**src/rtl/seg_shift_loader.sv**
```systemverilog
module seg_shift_loader #(
  parameter int STAGES = 38,
  parameter int TAP_A  = 30,
  parameter int TAP_B  = 32,
  parameter int SYNC   = 2
) (
  input  logic              clk,
  input  logic              rst_n,
  input  logic              ser_dat,
  input  logic              ser_clk_n,
  input  logic              cs_n,
  input  logic              load,
  output logic [STAGES-1:0] seg_q,
  output logic              tap_30,
  output logic              tap_32,
  output logic              tap_38
);

  logic [SYNC-1:0]   ck_sy, dt_sy, cs_sy, ld_sy;
  logic              ck_prev;
  logic [STAGES-1:0] sr_q;

  always_ff @(posedge clk or negedge rst_n) begin
    if (!rst_n) begin
      ck_sy <= '0;
      dt_sy <= '0;
      cs_sy <= '0;
      ld_sy <= '0;
    end else begin
      ck_sy <= {ck_sy[SYNC-2:0], ser_clk_n};
      dt_sy <= {dt_sy[SYNC-2:0], ser_dat};
      cs_sy <= {cs_sy[SYNC-2:0], cs_n};
      ld_sy <= {ld_sy[SYNC-2:0], load};
    end
  end

  wire ck_s   = ck_sy[SYNC-1];
  wire dt_s   = dt_sy[SYNC-1];
  wire sel_s  = ~cs_sy[SYNC-1];
  wire ld_s   = ld_sy[SYNC-1];
  wire fall   = ck_prev & ~ck_s;
  wire rise   = ~ck_prev & ck_s;
  wire do_sh  = fall & sel_s;
  wire do_ld  = ld_s & sel_s;

  always_ff @(posedge clk or negedge rst_n) begin
    if (!rst_n) begin
      ck_prev <= 1'b0;
      sr_q    <= '0;
      seg_q   <= '0;
      tap_30  <= 1'b0;
      tap_32  <= 1'b0;
      tap_38  <= 1'b0;
    end else begin
      ck_prev <= ck_s;
      if (do_sh) sr_q <= {sr_q[STAGES-2:0], dt_s};
      if (do_ld) seg_q <= sr_q;
      if (rise) begin
        tap_30 <= sr_q[TAP_A-1];
        tap_32 <= sr_q[TAP_B-1];
        tap_38 <= sr_q[STAGES-1];
      end
    end
  end

  assert_shift_R1: assert property (@(posedge clk) disable iff (!rst_n)
    do_sh |=> (sr_q[0] == $past(dt_s)) && (sr_q[STAGES-1:1] == $past(sr_q[STAGES-2:0])));

  assert_no_shift_R2: assert property (@(posedge clk) disable iff (!rst_n)
    !sel_s |=> $stable(sr_q));

  assert_follow_R3: assert property (@(posedge clk) disable iff (!rst_n)
    do_ld |=> seg_q == $past(sr_q));

  assert_latch_hold_R4: assert property (@(posedge clk) disable iff (!rst_n)
    !do_ld |=> $stable(seg_q));

  assert_tap_rise_R5: assert property (@(posedge clk) disable iff (!rst_n)
    !rise |=> $stable({tap_30, tap_32, tap_38}));

endmodule

```
**config.mk**
```make
export PLATFORM = sky130hd
export DESIGN_NAME = seg_shift_loader
export DESIGN_NICKNAME = d
export VERILOG_FILES = /design/src/rtl/seg_shift_loader.sv
export SDC_FILE = /design/constraint.sdc
export NUM_CORES = 1
export LEC_CHECK = 0
export ABC_CLOCK_PERIOD_IN_PS = 1800
export BUFFER_PORTS_ARGS = -buffer_cell sky130_fd_sc_hd__buf_2
export CAP_MARGIN = 15
export CELL_PAD_IN_SITES_DETAIL_PLACEMENT = 1
export CELL_PAD_IN_SITES_GLOBAL_PLACEMENT = 1
export CORE_MARGIN = 1.5
export CORE_UTILIZATION = 45
export DETAILED_ROUTE_END_ITERATION = 8
export GPL_ROUTABILITY_DRIVEN = 0
export PLACE_DENSITY = 0.72
export SYNTH_ARGS = -nofsm -noshare
export SYNTH_HDL_FRONTEND = slang
export SYNTH_SLANG_ARGS = --single-unit
```
**constraint.sdc**
```tcl
create_clock -name clk -period 1.8 [get_ports clk]
set_clock_uncertainty 0.2 [all_clocks]
set_input_delay 0.18 -clock clk [delete_from_list [all_inputs] [get_ports clk]]
set_output_delay 0.18 -clock clk [all_outputs]
set_load 0.01 [all_outputs]
```
==> metrics.txt <==
outcome finished, final reports clean; Port-buffer cells 46; antenna violations before repair 0; Final Power approximately 0.0039 W; fin cells 341; # IOs between 40 and 50; Crit-path slowest cell dfrtp_1; Peak VDD IR 0.000623 V; clk_lat worst skew roughly 0.35 ns; DR iter-0 viols 57; die footprint 0.00782 mm2; global-route wire length before repair around 9200 um; reg2reg end sr_q[7]; Static Leak 2.05 nW; final setup violation count 0; CTS tree done; GRT overflow 0; row count 30; Max-cap violations 0; R2R Setup Slk 0.21 ns; Die H slightly below 90 um; CTS H-tree lvls 3; # diodes 0; Power per Cell Area 1010 mW/mm2; Mapped Cells 178; crit path capture sr_q[7]; critical path launch point type flip-flop; fmax 629 MHz; pin count of the biggest net entering global routing 33; Reg2Reg Depth 3; crit-path cells nor3b_4 > buf_4 > mux2_2; CTS Buf Count 9; Netlist cell types 11; Final min period 1.59 ns; critical path arrival roughly 1.6 ns; yosys warns 0; Inst Count DP 320; CTS root buf clkbuf_8; Setup crit start ck_sy[1]; crit-path max FO 11; Crit Path Category reg -> reg; Max Slew Vio Count 0; # resized after CTS 0; Least-Margin Pin Slew 0.397 ns; Nets 246; Total GRT Usage 16.0%; Final TNS setup 0 ns; reg-to-reg startpoint ck_sy[1]; FF+latch count, synth 88; Die Span X 88.5 um; Synth Net Count 184; clk sinks 88; drt drc 0; Avg Cell Area, Syn 18.5 um2; Starting Density 47.3%; Post-Route WL 5400 um; Crit. End Element flip-flop; Slew headroom 73.5%; drt wl/cell 15.8 um; final hold violation count 0; DP Wirelength ~3700 um; synthesis-to-layout area growth 18.4%; HP Class in -> async; fin crit share 88.3%; vias per inst a little under 5; drt pass-1 iters 2; CTS Buffer Depth 2; layout cells sized above 1 60.4%; total number of vias 1666; Syn Std Cell Area 0.00329 mm2; Largest stage delay, worst path 0.43 ns; unrepaired setup endpoints after global routing false; clk slew on worst S/H paths 0.09 ns; vias in the first global route 1746; Worst EP required 1.84 ns; core area 0.00694 mm2; sequential share of the synthesized area 67.0%; post-route ant nets 0
-- critical path: cells and delay by family, from the launching register on --
family,cells,cell delay (ns)
and+or+nand+nor,1,0.25
buffers and inverters,1,0.24
DFF,1,0.43
muxes,1,0.36
-- placed cells by master, fill, tap and decap left out --
cell / Yosys / layout
dfrtp_1: 88 / 88
nor2b_4: 0 / 1
mux2_1: 3 / 3
nand2b_1: 1 / 1
clkinv_2: 0 / 2
mux2_2: 56 / 56
mux2_4: 20 / 20
dlygate4sd3_1: 0 / 5
clkinv_4: 0 / 4
buf_4: 2 / 6
clkbuf_8: 0 / 10
buf_12: 2 / 3
buf_2: 1 / 45
nor3b_4: 0 / 1
-- layout make-up --
class	instances	area (um2)
fill	666	3060
sequential	88	2200
multi-input combinational	82	1000
timing repair buffer	59	380
clock buffer	10	138
tap	96	120
clock inverter	6	45.0
-- synthesized netlist by cell type --
library cell,count,area (um2)
mux2_2,56,631
mux2_1,3,33.8
buf_2,1,5.00
dfrtp_1,88,2200
buf_4,2,15.0
mux2_4,20,300
nor2b_1,1,6.26
nand2b_1,1,6.26
nor3b_2,1,12.5
buf_12,2,40.0
buf_6,3,33.8
-- state kept, by name (all words and copies together), names as in the netlist --
name,flops
seg_q,38
sr_q,38
ck_sy,2
cs_sy,2
dt_sy,2
ld_sy,2
ck_prev,1
tap_30,1
tap_32,1
tap_38,1
-- per-stage QoR --
stage               setup slack [ns]  hold slack (ns)  instance area (um2)  util, %
floorplan                      0.270           -0.316                 3290        -
global placement               0.240          -0.0632                 3660     52.6
detailed placement             0.192          -0.0649                 3660     52.6
CTS                            0.179           0.0923                 3890     56.0
global route                   0.129            0.113                 3890     56.0
finish                         0.211           0.0931                 3890     56.0
-- repair_timing --
action,in CTS,in global routing
hold endpoints to repair,92,0
hold buffers,5,0
endpoints found under the setup margin,0,0
setup buffers,0,0
-- metal layers --
layer	part of all wire (%)	wire (um)	vias to the layer above	GRT usage, %
li1	-	-	752	-
met1	47	2540	873	21.4
met2	48	2600	33	24.6
met3	3.5	188	8	4.57
met4	1.4	74	0	6.39
met5	0	0	-	0
-- cell families (layout without fill, tap and decap cells) --
group,count (synthesis),after routing,synth area share (%)
mux,79,79,29.4
buf+inv,8,75,2.86
flops,88,88,67.0
simple gates,3,3,0.762
-- report_power, final --
group | switching, W | internal [W] | leakage, nW
logic | 0.000187 | 0.000229 | 0.767
clock network | 0.000713 | 0.000544 | 0.0962
registers | 0.000105 | 0.00215 | 1.19
total | 0.00100 | 0.00292 | 2.05
-- how the worst min path moves through the flow --
stage                     end  slack, ns  cells past startpoint
finish              seg_q[28]       0.09                      2
global route         sr_q[11]       0.11                      2
CTS                  sr_q[11]       0.09                      2
detailed placement  seg_q[28]      -0.06                      1
global placement    seg_q[28]      -0.06                      1
floorplan             ck_prev      -0.32                      0
No activity file was read; power rests on OpenSTA's default activity.
